### src/rtl/pic_pkg.sv
package pic_pkg;
  localparam int N_LVL = 8;
  localparam int LVL_W = $clog2(N_LVL);
  localparam int DW    = 8;
  localparam int VB_W  = DW - LVL_W;

  typedef enum logic [2:0] {
    ST_IDLE, ST_WORD2, ST_WORD3, ST_WORD4, ST_RUN
  } setup_st_e;

  typedef struct packed {
    logic [VB_W-1:0] vec_base;
    logic [DW-1:0]   cas;
    logic            auto_clr;
  } pic_cfg_t;

  // {valid, level} of the lowest-numbered set bit
  function automatic logic [LVL_W:0] lowest_set(input logic [N_LVL-1:0] v);
    logic [LVL_W:0] r;
    r = '0;
    for (int i = N_LVL - 1; i >= 0; i--) begin
      if (v[i]) r = {1'b1, LVL_W'(i)};
    end
    return r;
  endfunction

  // levels allowed to interrupt given the top in-service level
  function automatic logic [N_LVL-1:0] allow_below(input logic [LVL_W:0] top);
    logic [N_LVL-1:0] one;
    one = N_LVL'(1);
    return top[LVL_W] ? ((one << top[LVL_W-1:0]) - one) : '1;
  endfunction

  function automatic logic [LVL_W:0] pick_winner(input logic [N_LVL-1:0] req,
                                                 input logic [N_LVL-1:0] msk,
                                                 input logic [N_LVL-1:0] svc);
    return lowest_set(req & ~msk & allow_below(lowest_set(svc)));
  endfunction

  function automatic logic [N_LVL-1:0] lvl_onehot(input logic [LVL_W-1:0] l);
    return N_LVL'(1) << l;
  endfunction
endpackage

### src/rtl/pic_setup_seq.sv
module pic_setup_seq
  import pic_pkg::*;
(
  input  logic          clk,
  input  logic          rst_n,
  input  logic          wr0,
  input  logic          wr1,
  input  logic [DW-1:0] wdata,
  output logic          setup_start,
  output logic          running,
  output pic_cfg_t      cfg
);
  setup_st_e st_q;
  logic      single_q, want4_q;

  assign setup_start = wr0 && wdata[4];
  assign running     = (st_q == ST_RUN);

  always_ff @(posedge clk) begin
    if (!rst_n) begin
      st_q     <= ST_IDLE;
      single_q <= 1'b0;
      want4_q  <= 1'b0;
      cfg      <= '0;
    end else if (setup_start) begin
      st_q     <= ST_WORD2;
      single_q <= wdata[1];
      want4_q  <= wdata[0];
      cfg      <= '0;
    end else if (wr1) begin
      case (st_q)
        ST_WORD2: begin
          cfg.vec_base <= wdata[DW-1:LVL_W];
          st_q <= !single_q ? ST_WORD3 : (want4_q ? ST_WORD4 : ST_RUN);
        end
        ST_WORD3: begin
          cfg.cas <= wdata;
          st_q    <= want4_q ? ST_WORD4 : ST_RUN;
        end
        ST_WORD4: begin
          cfg.auto_clr <= wdata[1];
          st_q         <= ST_RUN;
        end
        default: st_q <= st_q;
      endcase
    end
  end

  AST_CASCADE_SKIPPED: assert property (@(posedge clk) disable iff (!rst_n)
    (st_q == ST_WORD3) |-> !single_q);
  AST_SETUP_RESTARTS: assert property (@(posedge clk) disable iff (!rst_n)
    setup_start |=> !running);
endmodule

### src/rtl/pic_req_reg.sv
module pic_req_reg
  import pic_pkg::*;
(
  input  logic             clk,
  input  logic             rst_n,
  input  logic [N_LVL-1:0] irq_in,
  input  logic [N_LVL-1:0] take_vec,
  input  logic             setup_start,
  output logic [N_LVL-1:0] req_q
);
  logic [N_LVL-1:0] prev_q;
  logic [N_LVL-1:0] rise;

  assign rise = irq_in & ~prev_q;

  always_ff @(posedge clk) begin
    if (!rst_n) begin
      prev_q <= '0;
      req_q  <= '0;
    end else begin
      prev_q <= irq_in;
      req_q  <= setup_start ? '0 : ((req_q & ~take_vec) | rise);
    end
  end

  AST_EDGE_RECORDED: assert property (@(posedge clk) disable iff (!rst_n)
    (!setup_start && (|rise)) |=> ((req_q & $past(rise)) == $past(rise)));
endmodule

### src/rtl/pic_svc_reg.sv
module pic_svc_reg
  import pic_pkg::*;
(
  input  logic             clk,
  input  logic             rst_n,
  input  logic             setup_start,
  input  logic [N_LVL-1:0] set_vec,
  input  logic             end_lowest,
  input  logic             end_named,
  input  logic [LVL_W-1:0] end_lvl,
  output logic [N_LVL-1:0] svc_q
);
  logic [LVL_W:0]   top;
  logic [N_LVL-1:0] clr_vec;

  assign top = lowest_set(svc_q);

  always_comb begin
    clr_vec = '0;
    if (end_lowest && top[LVL_W]) clr_vec = lvl_onehot(top[LVL_W-1:0]);
    if (end_named)                clr_vec = lvl_onehot(end_lvl);
  end

  always_ff @(posedge clk) begin
    if (!rst_n)           svc_q <= '0;
    else if (setup_start) svc_q <= '0;
    else                  svc_q <= (svc_q & ~clr_vec) | set_vec;
  end

  AST_END_CLEARS: assert property (@(posedge clk) disable iff (!rst_n)
    ((|clr_vec) && !setup_start) |=> ((svc_q & $past(clr_vec) & ~$past(set_vec)) == '0));
endmodule

### src/rtl/pic_ctrl.sv
module pic_ctrl
  import pic_pkg::*;
(
  input  logic                 clk,
  input  logic                 rst_n,
  input  logic [N_LVL-1:0]     irq_in,
  input  logic                 addr,
  input  logic                 wr_en,
  input  logic                 rd_en,
  input  logic [DW-1:0]        wdata,
  output logic [DW-1:0]        rdata,
  output logic                 int_out,
  output logic [VB_W-1:0]      vec_base,
  output logic [DW-1:0]        cas_cfg
);
  logic wr0, wr1, rd0;
  logic setup_start, running;
  pic_cfg_t cfg;
  logic cmd_end, cmd_sel, end_lowest, end_named;
  logic [N_LVL-1:0] mask_q, req_q, svc_q, take_vec, set_vec;
  logic sel_svc_q, poll_q;
  logic [LVL_W:0] winner;
  logic win_v, poll_take;

  assign wr0 = wr_en && !addr;
  assign wr1 = wr_en &&  addr;
  assign rd0 = rd_en && !addr;

  pic_setup_seq u_setup (
    .clk(clk), .rst_n(rst_n), .wr0(wr0), .wr1(wr1), .wdata(wdata),
    .setup_start(setup_start), .running(running), .cfg(cfg)
  );

  assign cmd_end    = running && wr0 && !wdata[4] && !wdata[3];
  assign cmd_sel    = running && wr0 && !wdata[4] &&  wdata[3];
  assign end_lowest = cmd_end && (wdata[7:5] == 3'b001);
  assign end_named  = cmd_end && (wdata[7:5] == 3'b011);

  assign winner    = pick_winner(req_q, mask_q, svc_q);
  assign win_v     = running && winner[LVL_W];
  assign poll_take = rd0 && poll_q && win_v;
  assign take_vec  = poll_take ? lvl_onehot(winner[LVL_W-1:0]) : '0;
  assign set_vec   = cfg.auto_clr ? '0 : take_vec;

  pic_req_reg u_req (
    .clk(clk), .rst_n(rst_n), .irq_in(irq_in), .take_vec(take_vec),
    .setup_start(setup_start), .req_q(req_q)
  );

  pic_svc_reg u_svc (
    .clk(clk), .rst_n(rst_n), .setup_start(setup_start), .set_vec(set_vec),
    .end_lowest(end_lowest), .end_named(end_named), .end_lvl(wdata[LVL_W-1:0]),
    .svc_q(svc_q)
  );

  always_ff @(posedge clk) begin
    if (!rst_n || setup_start) begin
      mask_q    <= '0;
      sel_svc_q <= 1'b0;
      poll_q    <= 1'b0;
    end else begin
      if (wr1 && running) mask_q <= wdata;
      if (cmd_sel && wdata[1]) sel_svc_q <= wdata[0];
      if (cmd_sel)  poll_q <= wdata[2];
      else if (rd0) poll_q <= 1'b0;
    end
  end

  always_comb begin
    rdata = '0;
    if (rd_en) begin
      if (addr)        rdata = mask_q;
      else if (poll_q) rdata = {win_v, {(DW-LVL_W-1){1'b0}}, winner[LVL_W-1:0] & {LVL_W{win_v}}};
      else             rdata = sel_svc_q ? svc_q : req_q;
    end
  end

  assign int_out  = win_v;
  assign vec_base = cfg.vec_base;
  assign cas_cfg  = cfg.cas;

  AST_POLL_ONE_SHOT: assert property (@(posedge clk) disable iff (!rst_n)
    (rd0 && poll_q && !wr_en) |=> !poll_q);
  AST_POLL_GRANTS: assert property (@(posedge clk) disable iff (!rst_n)
    (poll_take && !cfg.auto_clr) |=> svc_q[$past(winner[LVL_W-1:0])]);
  AST_POLL_EMPTY_ZERO: assert property (@(posedge clk) disable iff (!rst_n)
    (rd0 && poll_q && !int_out) |-> (rdata == '0));
  AST_MASK_HELD: assert property (@(posedge clk) disable iff (!rst_n)
    (!wr1 && !setup_start) |=> $stable(mask_q));
endmodule

### config.mk
export PLATFORM = sky130hd
export DESIGN_NAME = pic_ctrl
export DESIGN_NICKNAME = d
export VERILOG_FILES = /design/src/rtl/pic_pkg.sv /design/src/rtl/pic_setup_seq.sv /design/src/rtl/pic_req_reg.sv /design/src/rtl/pic_svc_reg.sv /design/src/rtl/pic_ctrl.sv
export SDC_FILE = /design/constraint.sdc
export NUM_CORES = 1
export LEC_CHECK = 0
export ABC_AREA = 1
export BUFFER_PORTS_ARGS = -buffer_cell sky130_fd_sc_hd__buf_2
export CAP_MARGIN = 20
export CORE_MARGIN = 2
export CORE_UTILIZATION = 58
export CTS_BUF_LIST = sky130_fd_sc_hd__clkbuf_16
export CTS_CLUSTER_DIAMETER = 200
export CTS_CLUSTER_SIZE = 40
export DETAILED_ROUTE_END_ITERATION = 16
export PLACE_DENSITY_LB_ADDON = 0.05
export SETUP_SLACK_MARGIN = 0.4
export SLEW_MARGIN = 10
export SYNTH_ARGS = -nofsm -noshare
export SYNTH_HDL_FRONTEND = slang
export SYNTH_HIERARCHICAL = 1
export SYNTH_SLANG_ARGS = --single-unit
### constraint.sdc
create_clock -name clk -period 3.2 [get_ports clk]
set_clock_uncertainty 0.2 [all_clocks]
set_input_delay 0.16 -clock clk [delete_from_list [all_inputs] [get_ports clk]]
set_output_delay 0.16 -clock clk [all_outputs]
set_load 0.02 [all_outputs]
==> results of run 1 <==
## path summary, 6_finish.rpt
path	to	cells past startpoint	slack, ns
setup / recovery	rdata[0]	20	0.37
hold / removal	u_setup/cfg[0]	3	0.04
setup reg to reg	u_svc/svc_q[6]	21	0.50
hold reg to reg	u_setup/single_q	2	0.27
## per-layer routing
| metal | up-vias | wire length, µm | global-route usage, % |
|---|---|---|---|
| met3 | 18 | 621 | 5.06 |
| met4 | 0 | 195 | 10.2 |
| li1 | 1676 | - | - |
| met5 | - | 0 | 0 |
| met2 | 142 | 3860 | 44.7 |
| met1 | 1442 | 3760 | 38.7 |
## worst max-delay path: stages, from the launching register on
cell	delay [ns]
sky130_fd_sc_hd__dfxtp_4	0.37
sky130_fd_sc_hd__nor2_4	0.15
sky130_fd_sc_hd__nand3_4	0.12
sky130_fd_sc_hd__nand2_4	0.09
sky130_fd_sc_hd__nand2_2	0.05
sky130_fd_sc_hd__inv_2	0.08
sky130_fd_sc_hd__nand3_2	0.09
sky130_fd_sc_hd__ha_4	0.19
sky130_fd_sc_hd__inv_2	0.04
sky130_fd_sc_hd__nand2_1	0.05
sky130_fd_sc_hd__nand2_1	0.08
sky130_fd_sc_hd__nand2_1	0.07
sky130_fd_sc_hd__nand2_2	0.10
sky130_fd_sc_hd__nand2_4	0.06
sky130_fd_sc_hd__nor2_4	0.12
sky130_fd_sc_hd__nand2_4	0.07
sky130_fd_sc_hd__nand3_2	0.06
sky130_fd_sc_hd__nor2_1	0.05
sky130_fd_sc_hd__nor2_1	0.11
sky130_fd_sc_hd__nor2_1	0.05
sky130_fd_sc_hd__buf_4	0.15
## flip-flops by register name (all words and copies together), names as in the netlist
signal            cells
u_setup/cfg          14
mask_q                8
u_req/prev_q          8
u_req/req_q           8
u_svc/svc_q           8
u_setup/st_q          3
poll_q                1
sel_svc_q             1
u_setup/single_q      1
u_setup/want4_q       1
## where the power goes
group | internal, µW | switching (µW) | total [µW]
Sequential | 672 | 15.6 | 688
Clock | 292 | 247 | 538
Combinational | 84.7 | 140 | 224
Total | 1050 | 402 | 1450
## cell type report
cell class,count,area (µm²),share of cell area [%]
clock inverter,3,21.3,0.531
clock buffer,5,125,3.12
timing repair buffer,71,470,11.7
tap,72,90.1,2.25
inverter,102,390,9.74
sequential,53,1080,27.0
multi-input combinational,331,1830,45.6
## timing repair
action                                  4_1_cts  5_1_grt
endpoints found under the hold margin        25        0
setup buffers                                 8        6
pin swaps                                    10       12
endpoints found under the setup margin        5       21
resized for setup                            20       23
hold buffers                                 14        0
## kinds of logic after synthesis
group / share of synthesized area [%]
simple gates: 36.6
buf+inv: 13.1
compound gates: 16.9
fa+ha+maj: 0.389
flops: 33.0
## cell usage in the layout, fill, tap and decap left out, drive strengths merged, types with 2 or more instances in the layout
master / synthesis / final
nand2: 116 / 116
inv: 100 / 101
nor2: 78 / 78
buf: 2 / 57
dfxtp: 53 / 53
a21oi: 51 / 51
o21ai: 40 / 40
nand3: 27 / 27
dlygate4sd3: 0 / 14
nand4: 7 / 7
clkbuf: 4 / 5
nor3: 4 / 4
clkinv: 2 / 3
a31oi: 2 / 2
a21boi: 2 / 2
## through the flow
step	cells	total power, µW	setup slack [ns]	hold slack, ns
2_1_floorplan	492	838	0.696	0.0535
3_5_place_dp	601	895	0.485	0.159
3_3_place_gp	601	892	0.487	0.153
6_report	637	1450	0.371	0.0391
4_1_cts	631	1450	0.402	0.0301
5_1_grt	637	1510	0.202	0.0297
==> insert_results.sql, run 1 <==
INSERT INTO impl_metrics (metric_group, metric, value, unit) VALUES
('die', 'die-height', '78.4', 'µm'),
('grt', 'wire_length_of_the_first_global_routing_pass', '13600', 'µm'),
('logic_synthesis', 'most_frequent_cells_after_synthesis', 'sky130_fd_sc_hd__nand2_1 (98), sky130_fd_sc_hd__inv_1 (82), sky130_fd_sc_hd__nor2_1 (64), sky130_fd_sc_hd__dfxtp_1 (53)', ''),
('worst_setup_path', 'worst-setup-path-type', 'reg -> out', ''),
('timing', 'post_route_fraction_of_the_period_consumed_by_the_critical_path', '88.4', '%'),
('routing', 'routed-via-count', '3278', ''),
('routing', 'firstDrtPassIters', '5', ''),
('finish', 'fillers', '459', ''),
('timing', 'maxSlewViolCount', '0', ''),
('grt', 'grt_max_degree', '18', ''),
('worst_hold_path', 'hold_start', 'wdata[1]', ''),
('timing', 'max_slew_margin', '63.5', '%'),
('timing', 'setup_violations', '0', ''),
('logic_synthesis', 'ys_top_cells_by_area', 'sky130_fd_sc_hd__dfxtp_1 (33%), sky130_fd_sc_hd__nand2_1 (11%), sky130_fd_sc_hd__inv_1 (9.6%)', ''),
('routing', 'dr.first_iter.drc_count', '312', ''),
('place', 'dpl_hpwl', '6210', 'µm'),
('die', 'die_area', '6150', 'µm²'),
('job', 'maxCapViolations', '0', ''),
('timing', 'timing_worst_slew_pin_value', '0.546', 'ns'),
('die', 'design.portCount', '43', ''),
('worst_setup_path', 'setup.worst_path.start_class', 'flip-flop', ''),
('die', 'initial_core_util', '59.1', '%'),
('finish', 'finalNetCount', '586', ''),
('routing', 'routed_wire_length_per_instance', '13.2', 'µm'),
('grt', 'initial_antenna_violation_count', '0', ''),
('finish', 'layout_utilization', '73.7', '%'),
('logic_synthesis', 'syn-num-nets', '514', ''),
('pwr', 'ir_worst_vdd', '0.000350', 'V'),
('die', 'rows', '27', ''),
('grt', 'global_route.usage.total', '28.3', '%'),
('logic_synthesis', 'yosysWarningCount', '6', ''),
('logic_synthesis', 'synthDominantCellAreaShare', '33.0', '%'),
('logic_synthesis', 'area_of_the_mapped_netlist', '3210', 'µm²'),
('cts', 'tritoncts.num_buffers', '5', ''),
('routing', 'avgViaCountPerCell', '5.15', ''),
('worst_setup_path', 'worst-endpoint-required', '2.84', 'ns'),
('logic_synthesis', 'seq_area_frac_synth', '33.0', '%'),
('worst_setup_path', 'critPathLaunch', 'u_svc/svc_q[4]', ''),
('logic_synthesis', 'synth_seq_cells', '53', ''),
('logic_synthesis', 'most_frequent_cell_after_synthesis', 'sky130_fd_sc_hd__nand2_1', ''),
('pwr', 'pwr_per_cell_area', '362', 'nW/µm²'),
('logic_synthesis', 'postSynth.asyncResetShare', '0', '%'),
('timing', 'setup_total_negative_slack', '0', 'ns'),
('place', 'place.port_buffers', '42', ''),
('cts', 'clock_insertion_delay_at_the_later_pin_of_the_skew_report', '0.29', 'ns'),
('timing', 'hold_viol', '0', ''),
('cts', 'cts-htree-levels', '2', ''),
('logic_synthesis', 'synth_enable_flop_cells', '0', ''),
('place', 'gp_congestion', '0.969', ''),
('die', 'die_width', '78.4', 'µm'),
('worst_hold_path', 'hp-class', 'in -> reg', ''),
('pwr', 'leakage', '0.00189', 'µW'),
('cts', 'cts.root.buffer_cell', 'sky130_fd_sc_hd__clkbuf_16', ''),
('logic_synthesis', 'syn-mean-instance-area', '6.53', 'µm²'),
('worst_setup_path', 'critical_path_peak_fanout', '5', ''),
('worst_setup_path', 'worst_setup_path_end_kind', 'output pin', ''),
('routing', 'drt_wl_total', '8430', 'µm'),
('cts', 'clock_sink_count', '53', ''),
('cts', 'clk_pin_slew_worst_paths', '0.07', 'ns'),
('logic_synthesis', 'syn_inst', '492', ''),
('logic_synthesis', 'yosys.area.top_type', 'sky130_fd_sc_hd__dfxtp_1', ''),
('outcome', 'status', 'complete, no violations', ''),
('routing', 'post-route-drc-count', '0', ''),
('place', 'detailed_place.area', '3490', 'µm²'),
('logic_synthesis', 'dominantRegCellSynth', 'sky130_fd_sc_hd__dfxtp_1', ''),
('timing', 'min_tclk_post_route', '2.83', 'ns'),
('die', 'core_area', '5440', 'µm²'),
('finish', 'antenna_cells_inserted', '0', ''),
('worst_setup_path', 'worstPathArrival', '2.47', 'ns'),
('timing', 'grt_setup_unrepaired', 'yes', ''),
('finish', 'design_area', '4010', 'µm²'),
('timing', 'clock.fmax', '353', 'MHz'),
('grt', 'globalRoute.totalOverflow', '0', ''),
('finish', 'area.growth.synth_to_final', '24.8', '%'),
('grt', 'first_global_vias', '2897', ''),
('routing', 'route.antenna.remaining_nets', '0', ''),
('worst_setup_path', 'rr_startpoint', 'u_svc/svc_q[4]', ''),
('logic_synthesis', 'ys_types', '33', ''),
('cts', 'clockBufferDepth', '2', ''),
('finish', 'layout-drive-gt1-share', '29.4', '%'),
('cts', 'tritoncts', 'yes', '');
No activity file was read; power rests on OpenSTA's default activity.
==> run 2: changes to the inputs <==
--- a/config.mk
+++ b/config.mk
@@ -9,7 +9,7 @@
 export BUFFER_PORTS_ARGS = -buffer_cell sky130_fd_sc_hd__buf_2
 export CAP_MARGIN = 20
 export CORE_MARGIN = 2
-export CORE_UTILIZATION = 58
+export CORE_UTILIZATION = 57
 export CTS_BUF_LIST = sky130_fd_sc_hd__clkbuf_16
 export CTS_CLUSTER_DIAMETER = 200
 export CTS_CLUSTER_SIZE = 40
@@ -19,5 +19,4 @@
 export SLEW_MARGIN = 10
 export SYNTH_ARGS = -nofsm -noshare
 export SYNTH_HDL_FRONTEND = slang
-export SYNTH_HIERARCHICAL = 1
 export SYNTH_SLANG_ARGS = --single-unit
==> run 2 against run 1 <==
Synthesized cell count decreased by 12%. Routed wire length grew 12%. Critical path type unchanged. Final area up 4.0%.
==> insert_results.sql, run 2 <==
INSERT INTO impl_metrics (metric_group, metric, value, unit) VALUES
('timing', 'setup_total_negative_slack', '0', 'ns'),
('timing', 'maxSlewViolCount', '0', ''),
('routing', 'drt_wl_total', '9450', 'µm'),
('timing', 'final_critical_path_setup_slack', '0.0374', 'ns'),
('logic_synthesis', 'syn-num-nets', '456', ''),
('outcome', 'status', 'complete, no violations', ''),
('finish', 'layout_common_cells', 'sky130_fd_sc_hd__inv_1 (65), sky130_fd_sc_hd__nand2_1 (58), sky130_fd_sc_hd__dfxtp_1 (46)', ''),
('die', 'die_width', '76.5', 'µm'),
('place', 'detailed_place.area', '3180', 'µm²'),
('logic_synthesis', 'syn_inst', '434', ''),
('routing', 'dr.first_iter.drc_count', '242', ''),
('timing', 'post_route_fraction_of_the_period_consumed_by_the_critical_path', '98.8', '%'),
('timing', 'max_slew_margin', '39.2', '%'),
('place', 'place.port_buffers', '42', ''),
('die', 'initial_core_util', '58.7', '%'),
('die', 'die-height', '76.5', 'µm'),
('routing', 'routed_wire_length_per_instance', '15.9', 'µm'),
('timing', 'setup_violations', '0', ''),
('grt', 'first_global_vias', '3124', ''),
('timing', 'clock.fmax', '316', 'MHz'),
('logic_synthesis', 'yosysWarningCount', '0', ''),
('cts', 'clock_sink_count', '53', ''),
('worst_setup_path', 'worst-setup-path-type', 'reg -> out', ''),
('die', 'core_area', '5110', 'µm²'),
('worst_setup_path', 'worst-endpoint-required', '2.84', 'ns'),
('cts', 'clock_insertion_delay_at_the_later_pin_of_the_skew_report', '0.30', 'ns'),
('finish', 'largest_register_ff_count', '14', ''),
('routing', 'routed-via-count', '3337', ''),
('logic_synthesis', 'synth_seq_cells', '53', ''),
('finish', 'largest-register', 'u_setup.cfg', ''),
('pwr', 'report.power.total', '1490', 'µW'),
('logic_synthesis', 'most_frequent_cells_after_synthesis', 'sky130_fd_sc_hd__nand2_1 (78), sky130_fd_sc_hd__inv_1 (74), sky130_fd_sc_hd__dfxtp_1 (53), sky130_fd_sc_hd__nor2_1 (45), sky130_fd_sc_hd__a21oi_1 (34)', ''),
('grt', 'globalRoute.totalOverflow', '0', ''),
('grt', 'wire_length_of_the_first_global_routing_pass', '14500', 'µm'),
('timing', 'hold_viol', '0', ''),
('logic_synthesis', 'yosys.area.top_type', 'sky130_fd_sc_hd__dfxtp_1', ''),
('routing', 'route.antenna.remaining_nets', '0', ''),
('finish', 'area.growth.synth_to_final', '38.9', '%'),
('pwr', 'power.combinational.fraction', '17.8', '%'),
('routing', 'avgViaCountPerCell', '5.61', ''),
('place', 'dpl_worst_slack', '0.123', 'ns'),
('finish', 'layout-drive-gt1-share', '35.4', '%'),
('cts', 'cts.root.buffer_cell', 'sky130_fd_sc_hd__clkbuf_16', ''),
('worst_setup_path', 'cpMaxStageDelayCell', 'sky130_fd_sc_hd__dfxtp_2', ''),
('worst_setup_path', 'largest_incremental_delay_on_the_critical_path', '0.32', 'ns'),
('finish', 'design_area', '4170', 'µm²'),
('logic_synthesis', 'syn-mean-instance-area', '6.91', 'µm²'),
('pwr', 'net-switching-power', '423', 'µW'),
('logic_synthesis', 'area_of_the_mapped_netlist', '3000', 'µm²'),
('worst_setup_path', 'worstPathArrival', '2.80', 'ns'),
('timing', 'min_tclk_post_route', '3.16', 'ns'),
('routing', 'post-route-drc-count', '0', ''),
('job', 'maxCapViolations', '0', ''),
('cts', 'cts-htree-levels', '2', ''),
('worst_hold_path', 'hp-class', 'in -> reg', ''),
('place', 'dpl_hpwl', '5860', 'µm'),
('cts', 'tritoncts', 'yes', ''),
('die', 'die_area', '5860', 'µm²'),
('grt', 'grt_max_degree', '20', ''),
('logic_synthesis', 'dominantRegCellSynth', 'sky130_fd_sc_hd__dfxtp_1', ''),
('timing', 'grt_setup_unrepaired', 'yes', ''),
('logic_synthesis', 'postSynth.asyncResetShare', '0', '%'),
('logic_synthesis', 'synth_enable_flop_cells', '0', ''),
('finish', 'finalNetCount', '546', ''),
('grt', 'initial_antenna_violation_count', '0', ''),
('logic_synthesis', 'ys_types', '35', ''),
('die', 'rows', '26', ''),
('cts', 'clockBufferDepth', '2', ''),
('routing', 'firstDrtPassIters', '5', ''),
('pwr', 'power.sequential.fraction', '46.1', '%'),
('pwr', 'power.clock.fraction', '36.1', '%'),
('finish', 'layout_utilization', '81.6', '%'),
('place', 'gp_congestion', '0.930', ''),
('finish', 'antenna_cells_inserted', '0', ''),
('cts', 'clk_pin_slew_worst_paths', '0.07', 'ns'),
('pwr', 'ir_worst_vdd', '0.000299', 'V'),
('pwr', 'pwr_per_cell_area', '358', 'nW/µm²'),
('worst_setup_path', 'critical_path_peak_fanout', '4', ''),
('pwr', 'leakage', '0.00182', 'µW'),
('grt', 'global_route.usage.total', '31.1', '%'),
('die', 'design.portCount', '43', ''),
('finish', 'most_common_cell_after_layout_fill_and_taps_aside', 'sky130_fd_sc_hd__inv_1', ''),
('worst_setup_path', 'crit_top_cell', 'sky130_fd_sc_hd__nand2_2', ''),
('cts', 'tritoncts.num_buffers', '5', ''),
('worst_setup_path', 'worst_setup_path_end_kind', 'output pin', ''),
('pwr', 'sw_frac_of_total', '28.3', '%'),
('worst_setup_path', 'crit_buf_inv', '5', ''),
('timing', 'timing_worst_slew_pin_value', '0.905', 'ns'),
('pwr', 'p_int', '1070', 'µW'),
('worst_setup_path', 'worst_path_dominant_cell_family', 'simple AND/OR/NAND/NOR gates', ''),
('logic_synthesis', 'most_frequent_cell_after_synthesis', 'sky130_fd_sc_hd__nand2_1', ''),
('logic_synthesis', 'ys_top_cells_by_area', 'sky130_fd_sc_hd__dfxtp_1 (35%), sky130_fd_sc_hd__nand2_1 (9.8%), sky130_fd_sc_hd__inv_1 (9.3%)', ''),
('logic_synthesis', 'seq_area_frac_synth', '35.4', '%'),
('logic_synthesis', 'synthDominantCellAreaShare', '35.4', '%'),
('worst_setup_path', 'setup.worst_path.start_class', 'flip-flop', '');
[run 2: cell types whose count changed in the layout (fill, tap and decap cells not counted), sizes merged, moves of 3 or more]
cell         delta
nand2          -29
buf            +26
nor2           -25
inv            -22
o21ai          -21
a211oi         +20
a21oi          -14
dlygate4sd3     +9
o221ai          +5
nor4            +3
o21bai          +3
[run 2: what timing repair did]
action	4_1_cts	5_1_grt
buffers inserted	27	12
gates cloned	0	0
hold buffers	23	0
pin swaps	30	29
resized for setup	61	37
hold endpoints to repair	29	0
setup endpoints to repair	21	21
[run 2: power by group through the flow]
stage / Combinational [µW] / Clock (µW) / Sequential [µW]
after floorplan: 126 / 0 / 699
after global placement: 170 / 0 / 704
after detailed placement: 172 / 0 / 705
after CTS: 218 / 537 / 687
after global routing: 288 / 559 / 688
final: 266 / 538 / 687
[run 2: worst paths after layout]
path / depth (start not counted) / slack, ns / from / end
setup reg to reg: 27 / 0.15 / u_svc.svc_q[6] / u_req.req_q[3]
hold reg to reg: 2 / 0.28 / u_setup.cfg[8] / u_setup.cfg[8]
hold / removal: 3 / 0.02 / wdata[0] / sel_svc_q
setup / recovery: 27 / 0.04 / u_svc.svc_q[6] / rdata[0]
[run 2: cells by family after synthesis]
| logic type | after synthesis | synth area share (%) |
|---|---|---|
| flip-flops | 53 | 35.4 |
| adder cells (fa/ha/maj) | 1 | 0.417 |
| AND/OR/NAND/NOR | 186 | 30.7 |
| buffers and inverters | 102 | 14.5 |
| AO/OA/AOI/OAI | 92 | 19.0 |
[run 2: worst min-delay path, cell delays in order]
cell and delay (ns):
sky130_fd_sc_hd__buf_2 0.15, sky130_fd_sc_hd__nor2_1 0.11, sky130_fd_sc_hd__a211oi_1 0.05
[run 2: routing by layer]
layer | track usage [%] | wire length [µm] | vias up
li1 | - | - | 1591
met2 | 52.1 | 4390 | 179
met5 | 0 | 0 | -
met3 | 6.99 | 689 | 53
met4 | 11.5 | 423 | 0
met1 | 39.2 | 3940 | 1514
[run 2: layout make-up]
| type | count | area (µm²) |
|---|---|---|
| clock buffer | 5 | 125 |
| clock inverter | 3 | 17.5 |
| fill | 377 | 941 |
| inverter | 79 | 312 |
| multi-input combinational | 279 | 1740 |
| sequential | 53 | 1080 |
| tap | 70 | 87.6 |
| timing repair buffer | 106 | 803 |
[run 2: per-stage QoR]
| step | hold slack [ns] | std cells |
|---|---|---|
| 2_1_floorplan | 0.0535 | 434 |
| 3_3_place_gp | 0.153 | 525 |
| 3_5_place_dp | 0.156 | 525 |
| 4_1_cts | 0.0126 | 583 |
| 5_1_grt | 0.0440 | 595 |
| 6_report | 0.0190 | 595 |
